File: config.mk
export PLATFORM = sky130hd
export DESIGN_NAME = asid_tlb
export DESIGN_NICKNAME = d
export VERILOG_FILES = /design/src/rtl/asid_tlb_pkg.sv /design/src/rtl/asid_tlb_attr_dec.sv /design/src/rtl/asid_tlb_way.sv /design/src/rtl/asid_tlb.sv
export SDC_FILE = /design/constraint.sdc
export NUM_CORES = 1
export LEC_CHECK = 0
export BUFFER_PORTS_ARGS = -buffer_cell sky130_fd_sc_hd__buf_4
export CORE_UTILIZATION = 30
export DETAILED_ROUTE_END_ITERATION = 12
export GPL_TIMING_DRIVEN = 0
export HOLD_SLACK_MARGIN = 0.1
export SYNTH_ARGS = -nofsm -noshare
export SYNTH_HDL_FRONTEND = slang
export SYNTH_SLANG_ARGS = --single-unit
File: constraint.sdc
create_clock -name clk -period 11 [get_ports clk]
set_input_delay 1.1 -clock clk [delete_from_list [all_inputs] [get_ports clk]]
set_output_delay 1.1 -clock clk [all_outputs]
set_load 0.01 [all_outputs]
File: src/rtl/asid_tlb_pkg.sv
package asid_tlb_pkg;

  localparam int unsigned ADDR_W    = 32;
  localparam int unsigned PAGE_BITS = 12;
  localparam int unsigned PN_W      = ADDR_W - PAGE_BITS;
  localparam int unsigned ID_W      = 8;
  localparam int unsigned RINGS     = 4;

  localparam logic [1:0] KIND_LOAD  = 2'd0;
  localparam logic [1:0] KIND_STORE = 2'd1;
  localparam logic [1:0] KIND_FETCH = 2'd2;

  localparam logic [1:0] OPC_WRITE = 2'd1;
  localparam logic [1:0] OPC_INVAL = 2'd2;
  localparam logic [1:0] OPC_PROBE = 2'd3;

  typedef enum logic [3:0] {
    CAUSE_OK      = 4'd0,
    CAUSE_MISS_I  = 4'd1,
    CAUSE_MISS_D  = 4'd2,
    CAUSE_MULTI_I = 4'd3,
    CAUSE_MULTI_D = 4'd4,
    CAUSE_PRIV_I  = 4'd5,
    CAUSE_PRIV_D  = 4'd6,
    CAUSE_PROH_F  = 4'd7,
    CAUSE_PROH_L  = 4'd8,
    CAUSE_PROH_S  = 4'd9
  } cause_e;

  typedef enum logic [1:0] {
    CACHE_BYPASS  = 2'd0,
    CACHE_WB      = 2'd1,
    CACHE_WT      = 2'd2,
    CACHE_ISOLATE = 2'd3
  } cache_e;

  typedef struct packed {
    logic       ok;
    logic [1:0] ring;
  } ring_sel_t;

  // Lowest ring slot holding a nonzero identifier wins.
  function automatic ring_sel_t ring_of(input logic [ID_W-1:0] id,
                                        input logic [ADDR_W-1:0] ring_ids);
    ring_sel_t r;
    r.ok   = 1'b0;
    r.ring = 2'd0;
    for (int i = RINGS - 1; i >= 0; i--) begin
      if (id != '0 && ring_ids[ID_W*i +: ID_W] == id) begin
        r.ok   = 1'b1;
        r.ring = 2'(i);
      end
    end
    return r;
  endfunction

  function automatic logic [ID_W-1:0] id_of_ring(input logic [ADDR_W-1:0] ring_ids,
                                                 input logic [1:0] ring);
    return ring_ids[ID_W*ring +: ID_W];
  endfunction

endpackage

File: src/rtl/asid_tlb_attr_dec.sv
module asid_tlb_attr_dec
  import asid_tlb_pkg::*;
(
  input  logic [3:0] attr,
  output logic       can_rd,
  output logic       can_wr,
  output logic       can_ex,
  output cache_e     cache
);

  logic normal;
  logic isolate;

  always_comb begin
    normal  = (attr < 4'd12);
    isolate = (attr == 4'd13);
    can_rd  = normal | isolate;
    can_wr  = (normal & attr[1]) | isolate;
    can_ex  = normal & attr[0];
    if (isolate) begin
      cache = CACHE_ISOLATE;
    end else if (normal && attr[3:2] == 2'b01) begin
      cache = CACHE_WB;
    end else if (normal && attr[3:2] == 2'b10) begin
      cache = CACHE_WT;
    end else begin
      cache = CACHE_BYPASS;
    end
  end

endmodule

File: src/rtl/asid_tlb_way.sv
module asid_tlb_way #(
  parameter int unsigned ENTRIES = 4,
  parameter int unsigned VPN_W   = 20,
  parameter int unsigned PPN_W   = 20,
  parameter int unsigned ID_W    = 8,
  localparam int unsigned IDX_W  = $clog2(ENTRIES)
) (
  input  logic             clk,
  input  logic             rst_n,
  input  logic             wr_en,
  input  logic [IDX_W-1:0] wr_idx,
  input  logic [VPN_W-1:0] wr_vpn,
  input  logic [PPN_W-1:0] wr_ppn,
  input  logic [ID_W-1:0]  wr_id,
  input  logic [3:0]       wr_attr,
  input  logic             inv_en,
  input  logic [IDX_W-1:0] inv_idx,
  input  logic [IDX_W-1:0] rd_idx,
  input  logic [VPN_W-1:0] rd_vpn,
  output logic             tag_hit,
  output logic [ID_W-1:0]  rd_id,
  output logic [PPN_W-1:0] rd_ppn,
  output logic [3:0]       rd_attr
);

  logic [VPN_W-1:0] vpn_q  [ENTRIES];
  logic [PPN_W-1:0] ppn_q  [ENTRIES];
  logic [3:0]       attr_q [ENTRIES];
  logic [ID_W-1:0]  id_q   [ENTRIES];
  logic [ID_W-1:0]  id_d   [ENTRIES];

  always_comb begin
    for (int e = 0; e < ENTRIES; e++) begin
      id_d[e] = id_q[e];
      if (inv_en && inv_idx == IDX_W'(e)) id_d[e] = '0;
      if (wr_en && wr_idx == IDX_W'(e))   id_d[e] = wr_id;
    end
  end

  always_ff @(posedge clk or negedge rst_n) begin
    if (!rst_n) begin
      for (int e = 0; e < ENTRIES; e++) id_q[e] <= '0;
    end else begin
      for (int e = 0; e < ENTRIES; e++) id_q[e] <= id_d[e];
    end
  end

  always_ff @(posedge clk) begin
    if (wr_en) begin
      vpn_q[wr_idx]  <= wr_vpn;
      ppn_q[wr_idx]  <= wr_ppn;
      attr_q[wr_idx] <= wr_attr;
    end
  end

  assign tag_hit = (vpn_q[rd_idx] == rd_vpn);
  assign rd_id   = id_q[rd_idx];
  assign rd_ppn  = ppn_q[rd_idx];
  assign rd_attr = attr_q[rd_idx];

endmodule

File: src/rtl/asid_tlb.sv
module asid_tlb
  import asid_tlb_pkg::*;
#(
  parameter int unsigned NUM_WAYS    = 4,
  parameter int unsigned WAY_ENTRIES = 4,
  parameter logic [31:0] RING_ID_RST = 32'h0403_0201
) (
  input  logic        clk,
  input  logic        rst_n,
  input  logic        rasid_we,
  input  logic [31:0] rasid_wdata,
  output logic [31:0] rasid_q,
  input  logic [31:0] pt_base,
  input  logic        req_valid,
  output logic        req_ready,
  input  logic [31:0] req_vaddr,
  input  logic [1:0]  req_kind,
  input  logic [1:0]  req_priv,
  output logic        rsp_valid,
  output logic [3:0]  rsp_cause,
  output logic [31:0] rsp_paddr,
  output logic [1:0]  rsp_ring,
  output logic [1:0]  rsp_cache,
  output logic        refill_req,
  output logic [31:0] refill_addr,
  input  logic        refill_ack,
  input  logic        refill_ok,
  input  logic [31:0] refill_pte,
  input  logic        op_valid,
  output logic        op_ready,
  input  logic [1:0]  op_code,
  input  logic [31:0] op_addr,
  input  logic [31:0] op_pte,
  input  logic [1:0]  op_priv,
  input  logic        op_data,
  output logic        op_done,
  output logic [31:0] op_rdata,
  output logic        op_multi
);

  localparam int unsigned IDX_W = $clog2(WAY_ENTRIES);
  localparam int unsigned WAY_W = $clog2(NUM_WAYS);
  localparam int unsigned PTE_SHIFT = 10;

  typedef enum logic {ST_IDLE = 1'b0, ST_WALK = 1'b1} state_e;

  // Reset: asserted asynchronously, released on a clock edge.
  logic rst_meta_q, rst_sync_n;
  always_ff @(posedge clk or negedge rst_n) begin
    if (!rst_n) begin
      rst_meta_q <= 1'b0;
      rst_sync_n <= 1'b0;
    end else begin
      rst_meta_q <= 1'b1;
      rst_sync_n <= rst_meta_q;
    end
  end

  // State
  state_e             st_q, st_d;
  logic [31:0]        ring_ids_q, ring_ids_d;
  logic [WAY_W-1:0]   rr_q, rr_d;
  logic [31:0]        walk_va_q;
  logic [1:0]         walk_kind_q, walk_priv_q;
  logic [31:0]        pte_addr_q, pte_addr_d;
  logic               walk_en;
  logic               rsp_valid_q, rsp_valid_d;
  cause_e             rsp_cause_q, rsp_cause_d;
  logic [31:0]        rsp_paddr_q, rsp_paddr_d;
  logic [1:0]         rsp_ring_q, rsp_ring_d;
  cache_e             rsp_cache_q, rsp_cache_d;
  logic               op_done_q, op_done_d;
  logic [31:0]        op_rdata_q, op_rdata_d;
  logic               op_multi_q, op_multi_d;

  // Handshake qualifiers
  logic idle, op_fire, req_fire, refill_fire, refill_good;
  assign idle        = (st_q == ST_IDLE);
  assign op_fire     = op_valid & idle;
  assign req_fire    = req_valid & idle & ~op_valid;
  assign refill_fire = (st_q == ST_WALK) & refill_ack;
  assign refill_good = refill_fire & refill_ok;

  // Lookup port shared by requests and probes
  logic [31:0]      lk_va;
  logic [IDX_W-1:0] lk_idx;
  logic [PN_W-1:0]  lk_vpn;
  assign lk_va  = (op_fire && op_code == OPC_PROBE) ? op_addr : req_vaddr;
  assign lk_idx = lk_va[PAGE_BITS +: IDX_W];
  assign lk_vpn = lk_va[ADDR_W-1:PAGE_BITS];

  // Write port shared by the write operation and refill
  logic [WAY_W-1:0] rr_next;
  logic [31:0]      wr_va, wr_pte;
  logic [IDX_W-1:0] wr_idx;
  logic [ID_W-1:0]  wr_id;
  logic             op_wr, op_inv;
  assign rr_next = rr_q + 1'b1;
  assign wr_va   = idle ? op_addr : walk_va_q;
  assign wr_pte  = idle ? op_pte : refill_pte;
  assign wr_idx  = wr_va[PAGE_BITS +: IDX_W];
  assign wr_id   = id_of_ring(ring_ids_q, wr_pte[5:4]);
  assign op_wr   = op_fire & (op_code == OPC_WRITE);
  assign op_inv  = op_fire & (op_code == OPC_INVAL);

  logic [NUM_WAYS-1:0] match;
  logic [1:0]          way_ring [NUM_WAYS];
  logic [3:0]          way_attr [NUM_WAYS];
  logic [PN_W-1:0]     way_ppn  [NUM_WAYS];

  for (genvar g = 0; g < NUM_WAYS; g++) begin : g_way
    logic            tag_hit, wr_en, inv_en;
    logic [ID_W-1:0] rd_id;
    ring_sel_t       rs;

    assign wr_en  = (op_wr && op_addr[WAY_W-1:0] == WAY_W'(g)) ||
                    (refill_good && rr_next == WAY_W'(g));
    assign inv_en = op_inv && op_addr[WAY_W-1:0] == WAY_W'(g);

    asid_tlb_way #(
      .ENTRIES (WAY_ENTRIES),
      .VPN_W   (PN_W),
      .PPN_W   (PN_W),
      .ID_W    (ID_W)
    ) u_way (
      .clk     (clk),
      .rst_n   (rst_sync_n),
      .wr_en   (wr_en),
      .wr_idx  (wr_idx),
      .wr_vpn  (wr_va[ADDR_W-1:PAGE_BITS]),
      .wr_ppn  (wr_pte[ADDR_W-1:PAGE_BITS]),
      .wr_id   (wr_id),
      .wr_attr (wr_pte[3:0]),
      .inv_en  (inv_en),
      .inv_idx (op_addr[PAGE_BITS +: IDX_W]),
      .rd_idx  (lk_idx),
      .rd_vpn  (lk_vpn),
      .tag_hit (tag_hit),
      .rd_id   (rd_id),
      .rd_ppn  (way_ppn[g]),
      .rd_attr (way_attr[g])
    );

    assign rs          = ring_of(rd_id, ring_ids_q);
    assign match[g]    = tag_hit & rs.ok;
    assign way_ring[g] = rs.ring;
  end

  // Hit selection
  int unsigned      n_hits;
  logic [WAY_W-1:0] hit_way;
  logic [1:0]       hit_ring;
  logic [3:0]       hit_attr;
  logic [PN_W-1:0]  hit_ppn;
  always_comb begin
    n_hits   = $countones(match);
    hit_way  = '0;
    hit_ring = '0;
    hit_attr = '0;
    hit_ppn  = '0;
    for (int w = 0; w < NUM_WAYS; w++) begin
      if (match[w]) begin
        hit_way  = WAY_W'(w);
        hit_ring = way_ring[w];
        hit_attr = way_attr[w];
        hit_ppn  = way_ppn[w];
      end
    end
  end

  // Privilege and rights evaluation (hit entry or returned entry)
  logic [1:0]      ev_ring, ev_kind, ev_priv;
  logic [3:0]      ev_attr;
  logic [PN_W-1:0] ev_ppn;
  logic [31:0]     ev_va;
  logic            dec_rd, dec_wr, dec_ex, ev_instr, ev_need;
  cache_e          dec_cache;
  cause_e          ev_cause;

  always_comb begin
    if (st_q == ST_WALK) begin
      ev_ring = refill_pte[5:4];
      ev_attr = refill_pte[3:0];
      ev_ppn  = refill_pte[ADDR_W-1:PAGE_BITS];
      ev_va   = walk_va_q;
      ev_kind = walk_kind_q;
      ev_priv = walk_priv_q;
    end else begin
      ev_ring = hit_ring;
      ev_attr = hit_attr;
      ev_ppn  = hit_ppn;
      ev_va   = req_vaddr;
      ev_kind = req_kind;
      ev_priv = req_priv;
    end
  end

  asid_tlb_attr_dec u_attr (
    .attr   (ev_attr),
    .can_rd (dec_rd),
    .can_wr (dec_wr),
    .can_ex (dec_ex),
    .cache  (dec_cache)
  );

  always_comb begin
    ev_instr = (ev_kind == KIND_FETCH);
    ev_need  = (ev_kind == KIND_STORE) ? dec_wr : (ev_instr ? dec_ex : dec_rd);
    if (ev_ring < ev_priv) begin
      ev_cause = ev_instr ? CAUSE_PRIV_I : CAUSE_PRIV_D;
    end else if (!ev_need) begin
      ev_cause = ev_instr ? CAUSE_PROH_F :
                 ((ev_kind == KIND_STORE) ? CAUSE_PROH_S : CAUSE_PROH_L);
    end else begin
      ev_cause = CAUSE_OK;
    end
  end

  // Next state
  always_comb begin
    st_d        = st_q;
    rr_d        = rr_q;
    ring_ids_d  = rasid_we ? {rasid_wdata[31:8], 8'h01} : ring_ids_q;
    walk_en     = 1'b0;
    pte_addr_d  = (pt_base | (req_vaddr >> PTE_SHIFT)) & ~32'h3;
    rsp_valid_d = 1'b0;
    rsp_cause_d = ev_cause;
    rsp_paddr_d = {ev_ppn, ev_va[PAGE_BITS-1:0]};
    rsp_ring_d  = ev_ring;
    rsp_cache_d = dec_cache;
    op_done_d   = 1'b0;
    op_rdata_d  = '0;
    op_multi_d  = 1'b0;

    unique case (st_q)
      ST_IDLE: begin
        if (op_fire) begin
          op_done_d = 1'b1;
          if (op_code == OPC_PROBE) begin
            if (n_hits > 1) begin
              op_multi_d = 1'b1;
            end else if (n_hits == 1 && hit_ring >= op_priv) begin
              op_rdata_d = {op_addr[ADDR_W-1:PAGE_BITS], {PAGE_BITS{1'b0}}} |
                           (op_data ? 32'h10 : 32'h08) | 32'(hit_way);
            end
          end
        end else if (req_fire) begin
          if (n_hits > 1) begin
            rsp_valid_d = 1'b1;
            rsp_cause_d = ev_instr ? CAUSE_MULTI_I : CAUSE_MULTI_D;
          end else if (n_hits == 0) begin
            st_d    = ST_WALK;
            walk_en = 1'b1;
          end else begin
            rsp_valid_d = 1'b1;
          end
        end
      end
      ST_WALK: begin
        if (refill_fire) begin
          st_d        = ST_IDLE;
          rsp_valid_d = 1'b1;
          if (refill_ok) begin
            rr_d = rr_next;
          end else begin
            rsp_cause_d = ev_instr ? CAUSE_MISS_I : CAUSE_MISS_D;
          end
        end
      end
      default: st_d = ST_IDLE;
    endcase
  end

  // Registers
  always_ff @(posedge clk or negedge rst_sync_n) begin
    if (!rst_sync_n) begin
      st_q        <= ST_IDLE;
      ring_ids_q  <= RING_ID_RST;
      rr_q        <= '0;
      rsp_valid_q <= 1'b0;
      op_done_q   <= 1'b0;
    end else begin
      st_q        <= st_d;
      ring_ids_q  <= ring_ids_d;
      rr_q        <= rr_d;
      rsp_valid_q <= rsp_valid_d;
      op_done_q   <= op_done_d;
    end
  end

  always_ff @(posedge clk) begin
    if (walk_en) begin
      walk_va_q   <= req_vaddr;
      walk_kind_q <= req_kind;
      walk_priv_q <= req_priv;
      pte_addr_q  <= pte_addr_d;
    end
    if (rsp_valid_d) begin
      rsp_cause_q <= rsp_cause_d;
      rsp_paddr_q <= rsp_paddr_d;
      rsp_ring_q  <= rsp_ring_d;
      rsp_cache_q <= rsp_cache_d;
    end
    if (op_done_d) begin
      op_rdata_q <= op_rdata_d;
      op_multi_q <= op_multi_d;
    end
  end

  logic unused_bits;
  assign unused_bits = ^{rasid_wdata[7:0], refill_pte[11:6], op_pte[11:6],
                         op_addr[PAGE_BITS-1:WAY_W]};

  assign rasid_q     = ring_ids_q;
  assign req_ready   = idle & ~op_valid;
  assign op_ready    = idle;
  assign rsp_valid   = rsp_valid_q;
  assign rsp_cause   = rsp_cause_q;
  assign rsp_paddr   = rsp_paddr_q;
  assign rsp_ring    = rsp_ring_q;
  assign rsp_cache   = rsp_cache_q;
  assign refill_req  = (st_q == ST_WALK);
  assign refill_addr = pte_addr_q;
  assign op_done     = op_done_q;
  assign op_rdata    = op_rdata_q;
  assign op_multi    = op_multi_q;

endmodule

==> results.toml <==
[cts]
cts_inserted_buffers = 108
clock_latency_ps = 770
cts_root_buffer = "clkbuf_16"
cts_tree = "yes"
ctsResizeCount = 0
holdBufCountCts = 0
path_clk_slew_ps = 60
cts_setup_buffers = 0
cts_max_path_buffers = 3
clock-sinks = 994
cts-htree-levels = 3

[timing]
hold_violations = 0
final.period_utilization = 0.879
period_needed_ps = 9660
max_freq_ghz = 0.103
slew_violations = 0
slew_headroom = 0.0301
rsz0062_at_grt = "no"
setup_viol = 0
finalClockSkew_ps = 69.8
max_slew.worst_pin.slew_ps = 1450

[power_and_ir_drop]
p_leak_uw = 0.0202
pwr_density_cell_nw_per_um2 = 177
peakVddDrop_v = 0.000134
p_total_uw = 9900

[synth]
avgSynthCellArea_um2 = 12.7
yosys-top-cells-area = "edfxtp_1, dfrtp_1, mux2i_1"
yosysTopAreaCell = "edfxtp_1"
yosys.area.top_type_share = 0.539
synthTopCellsByCount = "edfxtp_1, nand2_1, mux2i_1"
synth_cells = 3660
synthFlopType = "edfxtp_1"
synth_area_um2 = 46500
seq_area_frac_synth = 0.624
yosysMostFrequentCell = "edfxtp_1"
synth_cell_types = 92
synth_edf_count = 835
ys_warn_count = 0
async_flop_share = 0.160
ys_ff_latch = 994

[global_route]
grt_start_max_net_pins = 69
globalRouteTotalUtil = 0.216
overflow = 0
antenna_found_initial = 10
grt_pass1_vias = 32682
grt_pass1_wl_um = 244000

[critical_path]
cp-start-kind = "flop"
crit_path_top_delay_cell = "clkbuf_1"
crit_fanout = 10
required_ps = 11560
cp_common_cell = "buf_2"
cp_num_buf_inv = 15
rr_worst_depth = 28
r2r_slack_ps = 1340
worstPathArrival_ps = 10230
worstReg2RegStart = "refill_req"
worst_setup_path_end_kind = "flop"
critPathKind = "reg -> reg"
cpPeakStageDelay_ps = 770
crit_family = "buffers and inverters"
r2r-end = "op_rdata[12]"

[drt]
drt_iter0_drc = 4392
routedWlPerCell_um = 27.7
dr.pass1.iters = 10
wl_met2_um = 77800
top_layer = "met5"
ant_nets = 0
wirelength_um = 174000
vias_per_cell = 5.54
vias = 34775
wl_met1_um = 70900
drc = 2
wl_met3_um = 17600

[floorplan]
start_util = 0.302
rows = 144
core_um2 = 154000
dieWidth_um = 396
die_area_um2 = 157000
chipHeight_um = 396
io_pins = 350

[cells_and_area]
fillers = 14695
final-seq-area_um2 = 29100
fin_area_um2 = 56000
layout.nets = 4356
syn_to_final_growth_pct = 20.3
drive_above_1_share = 0.194
multi_input_area_um2 = 16400

[outcome]
violations = "DRC"
status = "complete, but fails checks"

[placed_design]
place_congestion = 0.975
port_buffers = 298
post_dp_cell_area_um2 = 52400
place_hpwl_um = 126000

[run]
drv_cap = 0

[hold_path]
hp-class = "in -> async"
## placed cells by master, fill, tap and decap left out, types with 75 or more instances in the layout
master / count
nand2b_1: 125
nand3_1: 135
buf_2: 88
edfxtp_1: 835
o21ai_0: 143
mux2i_1: 172
xnor2_1: 75
nand2_1: 417
nor2_1: 96
clkbuf_1: 131
clkbuf_16: 109
a22o_1: 129
buf_4: 326
a21oi_1: 171
nor3_1: 92
dfrtp_1: 154
## worst register-to-register path: cells and delay by family, from the launching register on
kind | cells | cell delay, ps
buffers and inverters | 15 | 5360
DFF | 1 | 390
adders and majority gates | 3 | 980
AOI/OAI and AO/OA | 3 | 970
and+or+nand+nor | 6 | 1510
muxes | 1 | 280
## logic make-up (layout without fill, tap and decap cells)
group | count (synthesis) | after routing | share of synthesized area
buffers and inverters | 289 | 836 | 0.0291
adders and majority gates | 13 | 13 | 0.00366
xor gates and xnor gates | 90 | 90 | 0.0169
other | 2 | 23 | 0.000161
AOI/OAI and AO/OA | 756 | 756 | 0.111
DFF | 994 | 994 | 0.624
muxes | 305 | 305 | 0.0832
and+or+nand+nor | 1211 | 1211 | 0.132
## worst max path at each step
stage | from | cells after the start | end | slack (ps)
6_report | refill_req | 28 | op_rdata[12] | 1340
2_1_floorplan | req_vaddr[12] | 24 | refill_addr[10] | 740
3_3_place_gp | op_valid | 26 | refill_req | -7390
5_1_grt | refill_req | 28 | op_rdata[15] | 1140
3_5_place_dp | op_valid | 28 | op_rdata[12] | 1050
4_1_cts | refill_req | 28 | op_rdata[12] | 1650
## per-stage QoR
step	hold WS (ps)	util	setup WS, ps	setup TNS [ps]	cells
global placement	337	0.334	-7390	-586370	6019
CTS	139	0.363	1650	0	6266
finish	171	0.363	1340	0	6272
detailed placement	318	0.340	1050	0	6067
floorplan	331	-	741	0	3677
global route	151	0.363	1140	0	6269
## flip-flops by register name, summed over array words and instances (netlist names), 2 cells and up
signal and flops:
rsp_cause 4, g_way.u_way.ppn_q 320, op_rdata 24, g_way.u_way.id_q 128, rasid_q 24, rsp_paddr 32
rsp_ring 2, g_way.u_way.vpn_q 320, g_way.u_way.attr_q 64, rsp_cache 2, walk_va_q 32, walk_kind_q 2
refill_addr 30, walk_priv_q 2, rr_q 2
## metal layers
| layer | global-route usage | vias to the layer above |
|---|---|---|
| met5 | 0 | - |
| met4 | 0.0905 | 10 |
| met3 | 0.0491 | 369 |
| met2 | 0.331 | 1960 |
| met1 | 0.292 | 17557 |
| li1 | - | 14879 |
## where the power goes
part	internal, µW	switching (µW)	leakage (µW)
Clock	2050	1570	0.00170
Combinational	620	1100	0.00879
Sequential	4350	210	0.00967
## cell type report
| class | count | area share |
|---|---|---|
| Antenna cell | 4 | 0.000179 |
| Buffer | 238 | 0.0208 |
| Clock buffer | 139 | 0.0516 |
| Clock inverter | 60 | 0.0111 |
| Inverter | 51 | 0.00342 |
| Multi-Input combinational cell | 2394 | 0.292 |
| Sequential cell | 994 | 0.519 |
| Tap cell | 2044 | 0.0457 |
| Timing Repair Buffer | 348 | 0.0559 |
Power figures use the tool's default switching activity.
